`src/rtl/rxq_pkg.sv`:
```
package rxq_pkg;

    localparam int ENTRIES_DEF = 16;
    localparam int FRAME_W_DEF = 9;
    localparam int BUS_W_DEF   = 16;

    typedef struct packed {
        logic idle_ie;
        logic hi_ie;
        logic lo_ie;
        logic ren;
        logic qen;
    } ctrl_t;

    typedef struct packed {
        logic idle;
        logic noise;
        logic perr;
        logic ferr;
        logic ovr;
        logic hi_full;
        logic lo_full;
    } flags_t;

    localparam int CTRL_W  = $bits(ctrl_t);
    localparam int FLAGS_W = $bits(flags_t);

    function automatic flags_t no_flags();
        return '0;
    endfunction

endpackage

```
`src/rtl/rxq_store.sv`:
```
module rxq_store #(
    parameter int ENTRIES = rxq_pkg::ENTRIES_DEF,
    parameter int FRAME_W = rxq_pkg::FRAME_W_DEF,
    localparam int PW = $clog2(ENTRIES)
) (
    input  logic               clk,
    input  logic               rst,
    input  logic               we,
    input  logic [PW-1:0]      waddr,
    input  logic [FRAME_W-1:0] wdata,
    input  logic [PW-1:0]      raddr,
    output logic [FRAME_W-1:0] rdata
);

    logic [FRAME_W-1:0] cells [ENTRIES];

    for (genvar g = 0; g < ENTRIES; g++) begin : g_cell
        always_ff @(posedge clk) begin
            if (rst)
                cells[g] <= '0;
            else if (we && waddr == PW'(g))
                cells[g] <= wdata;
        end
    end

    assign rdata = cells[raddr];

endmodule

```
`src/rtl/rxq_admit.sv`:
```
module rxq_admit
    import rxq_pkg::*;
#(
    parameter int ENTRIES = rxq_pkg::ENTRIES_DEF,
    localparam int PW = $clog2(ENTRIES)
) (
    input  ctrl_t         ctrl,
    input  flags_t        flags,
    input  logic [PW-1:0] ptr,
    input  logic          rx_valid,
    input  logic          rx_ferr,
    input  logic          rx_perr,
    input  logic          rx_noise,
    input  logic          rx_idle,
    output logic          store,
    output logic          halt,
    output flags_t        set
);

    localparam logic [PW-1:0] LO_LAST = PW'(ENTRIES / 2 - 1);
    localparam logic [PW-1:0] HI_LAST = PW'(ENTRIES - 1);

    logic open_q, take, bad, busy, ovrun;

    always_comb begin
        open_q = ctrl.qen && ctrl.ren && !flags.ovr && !flags.ferr && !flags.perr;
        take   = rx_valid && open_q;
        bad    = take && (rx_ferr || rx_perr);
        busy   = ptr[PW-1] ? flags.hi_full : flags.lo_full;
        ovrun  = take && !bad && busy;
        store  = take && !bad && !busy;
        halt   = bad || ovrun;

        set         = no_flags();
        set.lo_full = store && (ptr == LO_LAST);
        set.hi_full = store && (ptr == HI_LAST);
        set.ovr     = ovrun;
        set.ferr    = bad && rx_ferr;
        set.perr    = bad && rx_perr;
        set.noise   = store && rx_noise;
        set.idle    = rx_idle && ctrl.ren;
    end

endmodule

```
`src/rtl/rxq_ctrl.sv`:
```
module rxq_ctrl
    import rxq_pkg::*;
#(
    parameter int ENTRIES = rxq_pkg::ENTRIES_DEF,
    localparam int PW = $clog2(ENTRIES)
) (
    input  logic          clk,
    input  logic          rst,
    input  logic          wr_ctrl,
    input  ctrl_t         wr_val,
    input  logic          halt,
    input  logic          store,
    output ctrl_t         ctrl,
    output logic [PW-1:0] ptr
);

    always_ff @(posedge clk) begin
        if (rst) begin
            ctrl <= '0;
        end else begin
            if (wr_ctrl)
                ctrl <= wr_val;
            if (halt)
                ctrl.qen <= 1'b0;
        end
    end

    always_ff @(posedge clk) begin
        if (rst)
            ptr <= '0;
        else if (store)
            ptr <= ptr + 1'b1;
        else if (wr_ctrl && wr_val.qen && !ctrl.qen)
            ptr <= '0;
    end

endmodule

```
`src/rtl/rxq_status.sv`:
```
module rxq_status
    import rxq_pkg::*;
(
    input  logic   clk,
    input  logic   rst,
    input  flags_t set,
    input  logic   stat_rd,
    input  logic   stat_wr,
    input  logic   wr_lo_zero,
    input  logic   wr_hi_zero,
    input  logic   q_rd,
    output flags_t flags
);

    flags_t armed, clr;

    always_comb begin
        clr         = no_flags();
        clr.lo_full = stat_wr && wr_lo_zero && armed.lo_full;
        clr.hi_full = stat_wr && wr_hi_zero && armed.hi_full;
        clr.ovr     = q_rd && armed.ovr;
        clr.ferr    = q_rd && armed.ferr;
        clr.perr    = q_rd && armed.perr;
        clr.noise   = q_rd && armed.noise;
        clr.idle    = q_rd && armed.idle;
    end

    always_ff @(posedge clk) begin
        if (rst) begin
            flags <= '0;
            armed <= '0;
        end else begin
            flags <= (flags & ~clr) | set;
            if (stat_rd)
                armed <= flags;
            else
                armed <= armed & ~clr;
        end
    end

endmodule

```
`src/rtl/rxq_top.sv`:
```
module rxq_top
    import rxq_pkg::*;
#(
    parameter int ENTRIES = rxq_pkg::ENTRIES_DEF,
    parameter int FRAME_W = rxq_pkg::FRAME_W_DEF,
    parameter int BUS_W   = rxq_pkg::BUS_W_DEF,
    localparam int PW = $clog2(ENTRIES),
    localparam int AW = PW + 1
) (
    input  logic               clk,
    input  logic               rst,
    input  logic               rx_valid,
    input  logic [FRAME_W-1:0] rx_data,
    input  logic               rx_ferr,
    input  logic               rx_perr,
    input  logic               rx_noise,
    input  logic               rx_idle,
    input  logic               cpu_sel,
    input  logic               cpu_we,
    input  logic [AW-1:0]      cpu_addr,
    input  logic [BUS_W-1:0]   cpu_wdata,
    output logic [BUS_W-1:0]   cpu_rdata,
    output logic               irq_lo,
    output logic               irq_hi,
    output logic               irq_idle
);

    localparam logic [AW-1:0] A_CTRL = AW'(ENTRIES);
    localparam logic [AW-1:0] A_STAT = AW'(ENTRIES + 1);

    ctrl_t              ctrl_q;
    flags_t             flags_q, flags_set;
    logic [PW-1:0]      ptr_q;
    logic               store, halt;
    logic [FRAME_W-1:0] entry;
    logic               is_q, is_ctrl, is_stat, rd, wr;

    always_comb begin
        is_q    = !cpu_addr[AW-1];
        is_ctrl = cpu_addr == A_CTRL;
        is_stat = cpu_addr == A_STAT;
        rd      = cpu_sel && !cpu_we;
        wr      = cpu_sel && cpu_we;
    end

    rxq_admit #(.ENTRIES(ENTRIES)) u_admit (
        .ctrl     (ctrl_q),
        .flags    (flags_q),
        .ptr      (ptr_q),
        .rx_valid (rx_valid),
        .rx_ferr  (rx_ferr),
        .rx_perr  (rx_perr),
        .rx_noise (rx_noise),
        .rx_idle  (rx_idle),
        .store    (store),
        .halt     (halt),
        .set      (flags_set)
    );

    rxq_ctrl #(.ENTRIES(ENTRIES)) u_ctrl (
        .clk     (clk),
        .rst     (rst),
        .wr_ctrl (wr && is_ctrl),
        .wr_val  (ctrl_t'(cpu_wdata[CTRL_W-1:0])),
        .halt    (halt),
        .store   (store),
        .ctrl    (ctrl_q),
        .ptr     (ptr_q)
    );

    rxq_status u_status (
        .clk        (clk),
        .rst        (rst),
        .set        (flags_set),
        .stat_rd    (rd && is_stat),
        .stat_wr    (wr && is_stat),
        .wr_lo_zero (!cpu_wdata[0]),
        .wr_hi_zero (!cpu_wdata[1]),
        .q_rd       (rd && is_q),
        .flags      (flags_q)
    );

    rxq_store #(.ENTRIES(ENTRIES), .FRAME_W(FRAME_W)) u_store (
        .clk   (clk),
        .rst   (rst),
        .we    (store),
        .waddr (ptr_q),
        .wdata (rx_data),
        .raddr (cpu_addr[PW-1:0]),
        .rdata (entry)
    );

    always_comb begin
        if (is_q)
            cpu_rdata = BUS_W'(entry);
        else if (is_ctrl)
            cpu_rdata = BUS_W'(ctrl_q);
        else if (is_stat)
            cpu_rdata = BUS_W'({ptr_q, 1'b0, flags_q});
        else
            cpu_rdata = '0;
    end

    assign irq_lo   = flags_q.lo_full && ctrl_q.lo_ie;
    assign irq_hi   = flags_q.hi_full && ctrl_q.hi_ie;
    assign irq_idle = flags_q.idle && ctrl_q.idle_ie;

endmodule

```
`config.mk`:
```
export PLATFORM = sky130hd
export DESIGN_NAME = rxq_top
export DESIGN_NICKNAME = d
export VERILOG_FILES = /design/src/rtl/rxq_pkg.sv /design/src/rtl/rxq_store.sv /design/src/rtl/rxq_admit.sv /design/src/rtl/rxq_ctrl.sv /design/src/rtl/rxq_status.sv /design/src/rtl/rxq_top.sv
export SDC_FILE = /design/constraint.sdc
export NUM_CORES = 1
export LEC_CHECK = 0
export ABC_AREA = 1
export ABC_CLOCK_PERIOD_IN_PS = 2710
export BUFFER_PORTS_ARGS = -buffer_cell sky130_fd_sc_hd__buf_2
export CAP_MARGIN = 15
export CORE_MARGIN = 3
export CORE_UTILIZATION = 56
export CTS_CLUSTER_DIAMETER = 120
export DETAILED_ROUTE_END_ITERATION = 12
export PLACE_DENSITY = 0.87
export SYNTH_ARGS = -nofsm -noshare
export SYNTH_HDL_FRONTEND = slang
export SYNTH_SLANG_ARGS = --single-unit
```
`constraint.sdc`:
```
create_clock -name clk -period 2.71 [get_ports clk]
set_input_delay 0.271 -clock clk [delete_from_list [all_inputs] [get_ports clk]]
set_output_delay 0.271 -clock clk [all_outputs]
set_load 0.01 [all_outputs]
```
# == Word-level counts from Yosys, hierarchy flattened ==
# Memories as Yosys holds them, arrays and structs flattened.
# Index checks and enable logic that the tools add are counted.
# totals
reg_bits,23
mem_bits_rw,144
in_bits,39
out_inout_bits,19
wordCells,196
memories,1
# classes
addsub,1
n_eq_ne,17
muxes,73
bitwise,20
reduce_logical,64
# mem_list
name,words,word_bits,read_ports,rd_ports_with_merged_regs,write_ports,line,text
u_store.cells,16,9,1,0,16,rxq_store.sv:15,logic [FRAME_W-1:0] cells [ENTRIES];
# ops
cell,n
2-to-1 mux 9 bit,16
2-to-1 mux 1 bit,51
logical AND 1 bit,49
2-to-1 mux 12 bit,3
== test 4 bit (second input constant),8
== test 4 x 3 -> 1 bit (second input constant),4
OR 1 bit,16
AND 7 bit,2
== test 5 bit (second input constant),2
logical NOT 1 bit,10
== test 4 x 2 -> 1 bit (second input constant),2
2-to-1 mux 4 bit,2
2-to-1 mux 7 bit,1
NOT 7 bit,1
OR 7 bit,1
adder 4 x 1 -> 4 bit (second input constant),1
== test 4 x 1 -> 1 bit (second input constant),1
logical NOT 4 bit,1
logical OR 1 bit,2
nonzero test 2 bit,1
OR reduction 2 bit,1

# == Logic depth before layout (Yosys ltp) ==
# logic_depth
depth_word,14
ltp_mapped,12
mapped_depth_nobuf,11

# == Modules after synthesis ==
# A second synthesis with hierarchy kept.
# hier_totals
cells_unflattened,1015
area_unflattened_um2,8545.7
# by_module_without_submodules
module,n_inst,cells_each,area_per_inst_um2,seq_area_each_um2
rxq_store,1,805,7124.3,4324.1
rxq_status,1,65,510.5,280.3
rxq_ctrl,1,50,371.6,180.2
rxq_top,1,66,355.3,0.0
rxq_admit,1,29,183.9,0.0

# == Worst setup path before layout ==
# No wires, ideal clock.
# synth_timing
kind,reg-to-reg
startpoint,reg u_ctrl.ptr[3]
endpoint,mem u_store.cells[0][0] (netlist name) (enable)
setup_ns,0.387
t_arrival_ns,1.826
required_time_ns,2.323
slack_ns,0.497
stages_incl_launch_ff,7
n_path_buf,1
synth_period_minus_slack_ns,2.213
cell_sequence,dfxtp_1 -> buf_2 -> o21ai_2 -> nand4_4 -> nor2_4 -> inv_1 -> o21ai_0
# synth_rtl
item,line,text
from (decl),rxq_ctrl.sv:14,output logic [PW-1:0] ptr
from (signal assigned),rxq_ctrl.sv:32,ptr <= ptr + 1'b1;
to (decl),rxq_store.sv:15,

# == Worst setup path after layout ==
# layout_timing
startpoint,in cpu_addr[0]
endpoint,out cpu_rdata[3]
# layout_via
elab_chain_cells,4
word_cells_on_any_way,6
classes_between,2 x eq/ne; 3 x mux; 1 x memory
# layout_rtl
item,line,text
from (decl),rxq_top.sv:20,"input logic [AW-1:0] cpu_addr,"
branches (longest 3 deep; another with memory (16 x 9 bit)),--,
2-to-1 mux 12 bit *,rxq_top.sv:94,if (is_q)
to (decl),rxq_top.sv:22,"output logic [BUS_W-1:0] cpu_rdata,"
# Every way passes the cells marked *.

==> flow_metrics.env <==
export IMPL_status="complete, no violations"
export IMPL_slew_headroom=0.4401
export IMPL_clk_path_buf_depth=2
export IMPL_hold_viol_final=0
export IMPL_cp_max_fo=19
export IMPL_track_usage=0.2674
export IMPL_cts_made_buffers=17
export IMPL_drive_gt1_frac=0.1321
export IMPL_die_y_um=127.7
export IMPL_setup_tns_final_ns=0
export IMPL_clkTransAtPathRegs_ns=0.07
export IMPL_ant_nets=0
export IMPL_p_per_area_mw_per_mm2=616.7
export IMPL_skew_ns=0.01443
export IMPL_ctsResizeCount=0
export IMPL_ys_warn_count=0
export IMPL_peakVddDrop_mv=0.3711
export IMPL_critPathRequiredTime_ns=2.44
export IMPL_cts_sinks=167
export IMPL_crit_buf_inv=6
export IMPL_coreArea_sq_mm=0.01420
export IMPL_syn2layout_area_growth_pct=12.71
export IMPL_post_dp_hpwl_um=13650
export IMPL_grt_pass1_vias=6629
export IMPL_worstMarginPinSlew_ns=0.8390
export IMPL_io_buffers=42
export IMPL_hold_start="cpu_wdata[2]"
export IMPL_synth_seq_cells=167
export IMPL_routed_via_density=5.616
export IMPL_post_cts_buffers=0
export IMPL_leakagePower_uw=0.004174
export IMPL_dieArea_sq_mm=0.01632
export IMPL_final_fill_count=1070
export IMPL_crit_path_cell_trace="buf_2, inv_2, buf_4, nor2_4, nand3_2, inv_2, nand2_1, nand2_1, inv_1, nand2_1, buf_2"
export IMPL_criticalPathCategory="input pin to primary output"
export IMPL_fp_dieW_um=127.7
export IMPL_cp_slowest_cell="buf_2"
export IMPL_wl_per_cell_um=17.11
export IMPL_htreeDepth=4
export IMPL_overflow=0
export IMPL_cpMostUsedCell="nand2_1"
export IMPL_gp_congestion=0.9011
export IMPL_max_freq_ghz=0.4505
export IMPL_finalNetCount=1075
export IMPL_cp_top_family="buffers and inverters"
export IMPL_synth_area_sq_mm=0.008300
export IMPL_min_delay_path_class="input pin to flip-flop"
export IMPL_drc=0
export IMPL_end_kind="primary output"
export IMPL_n_antenna_cell=0
export IMPL_cts_tree="built"
export IMPL_syn_inst=982
export IMPL_drv_cap=0
export IMPL_rows=43
export IMPL_finalSetupViolations=0
export IMPL_grt_antenna_before_repair=0
export IMPL_finalMaxSlewViolations=0
export IMPL_ys_types=30
export IMPL_r2r_start="u_ctrl.ctrl[1]"
export IMPL_critPathLaunch="cpu_addr[0]"
export IMPL_grt_start_max_net_pins=32
export IMPL_firstDrtPassIters=6
export IMPL_rsz0062_at_grt="false"
export IMPL_cts_root_buf="clkbuf_16"
export IMPL_worstSkewPairLatency_ns=0.45
export IMPL_slowest_delay_ns=0.32
export IMPL_hold_buffers=0
export IMPL_grt_pass1_wl_um=33360
export IMPL_min_period_over_period=0.8192
export IMPL_io_pins=58
export IMPL_avgSynthCellArea_sq_um=8.453
export IMPL_first_iter_violations=1017
export IMPL_routed_wl_um=20950
export IMPL_arrival_ns=1.95
export IMPL_num_vias=6879
export IMPL_yosysSeqAreaShare=0.5764
export IMPL_fin_util=0.6587
export IMPL_startpoint_type="input pin"
export IMPL_fin_crit_ns=2.220
export IMPL_initial_core_util=0.5844
cell usage after synthesis (all sizes together):
master  count  area (sq um)
nand3      95         560.5
xor2        2         17.52
ha          4         50.05
a211oi      2         15.01
clkbuf     20         75.07
nand4       3         33.78
dfxtp      23         460.4
nor3        2         15.01
o21ai      28         143.9
edfxtp    144          4324
conb        1         3.750
clkinv      2         7.510
a21oi      21         105.1
a22o        1         8.760
nand3b      1         7.510
nand2     298          1126
nor2      191         767.0
buf        25         130.1
and2        1         6.260
inv       118         442.9
final timing paths:
path / to / depth (start not counted) / slack [ns]
setup / recovery: cpu_rdata[3] / 11 / 0.49
hold reg to reg: u_status.armed[2] / 2 / 0.48
hold / removal: u_ctrl.ctrl[2] / 3 / 0.05
setup reg to reg: u_store.cells[14][5] / 7 / 0.50
where the power goes:
part / leakage, uW / internal (uW) / switching, uW
Clock: 0.000278 / 1310 / 1070
Combinational: 0.00232 / 135 / 342
Sequential: 0.00157 / 2880 / 31.3
Total: 0.00417 / 4330 / 1440
stage by stage:
step | setup slack, ns | total power, uW | std cells | hold WS (ns) | cell area (sq um)
floorplan | 0.4969 | 3255 | 985 | 0.3401 | 8312
global placement | 0.5392 | 3410 | 1193 | 0.4682 | 8775
detailed placement | 0.5328 | 3429 | 1193 | 0.4744 | 8775
CTS | 0.5179 | 5753 | 1225 | 0.03955 | 9355
global route | 0.3166 | 5924 | 1225 | 0.06220 | 9355
finish | 0.4901 | 5769 | 1225 | 0.05046 | 9355
registers in the layout, summed over array words and instances, names as in the netlist:
register	count
u_ctrl.ptr	4
u_store.cells	144
u_ctrl.ctrl	5
u_status.flags	7
u_status.armed	7
worst min-delay path, cell delays in order:
cell and delay (ns):
buf_2 0.08, nor2_1 0.03, nor2_1 0.08
layout by cell type (no fill, tap or decap), types with 4 or more instances in the layout:
master,n
o21ai_0,27
conb_1,4
nand3_1,78
a21oi_1,21
clkbuf_16,17
buf_2,42
nand2_1,297
inv_2,4
clkinv_4,6
nor2_1,183
edfxtp_1,144
nand3_2,17
ha_1,4
inv_1,114
buf_4,31
nor2_4,6
dfxtp_1,23
inv_6,5
kinds of logic (layout without fill, tap and decap cells):
logic type	after synthesis	count (layout)	synth area share
buf+inv	165	225	0.07899
simple gates	591	591	0.3031
xor+xnor	2	2	0.002111
compound gates	52	52	0.03286
fa+ha+maj	4	4	0.006030
other cells	1	4	0.0004518
flops	167	167	0.5764
layer usage:
| metal | vias up | wire (um) | share of wire | GRT usage |
|---|---|---|---|---|
| li1 | 3216 | - | - | - |
| met1 | 3158 | 7985 | 0.38 | 0.3363 |
| met2 | 421 | 9973 | 0.48 | 0.4245 |
| met3 | 84 | 2025 | 0.097 | 0.06583 |
| met4 | 0 | 968 | 0.046 | 0.1511 |
| met5 | - | 0 | 0 | 0 |
area by class of cell:
class,count,area [sq um],area share
flip-flops and latches,167,4785,0.5114
multi-input cells,653,2872,0.3069
inverters,120,450.4,0.04815
repair buffers,73,442.9,0.04735
clock buffers,18,439.2,0.04694
well taps,180,225.2,0.02407
clock inverters,14,141.4,0.01511
(Power assumes the default switching activity.)
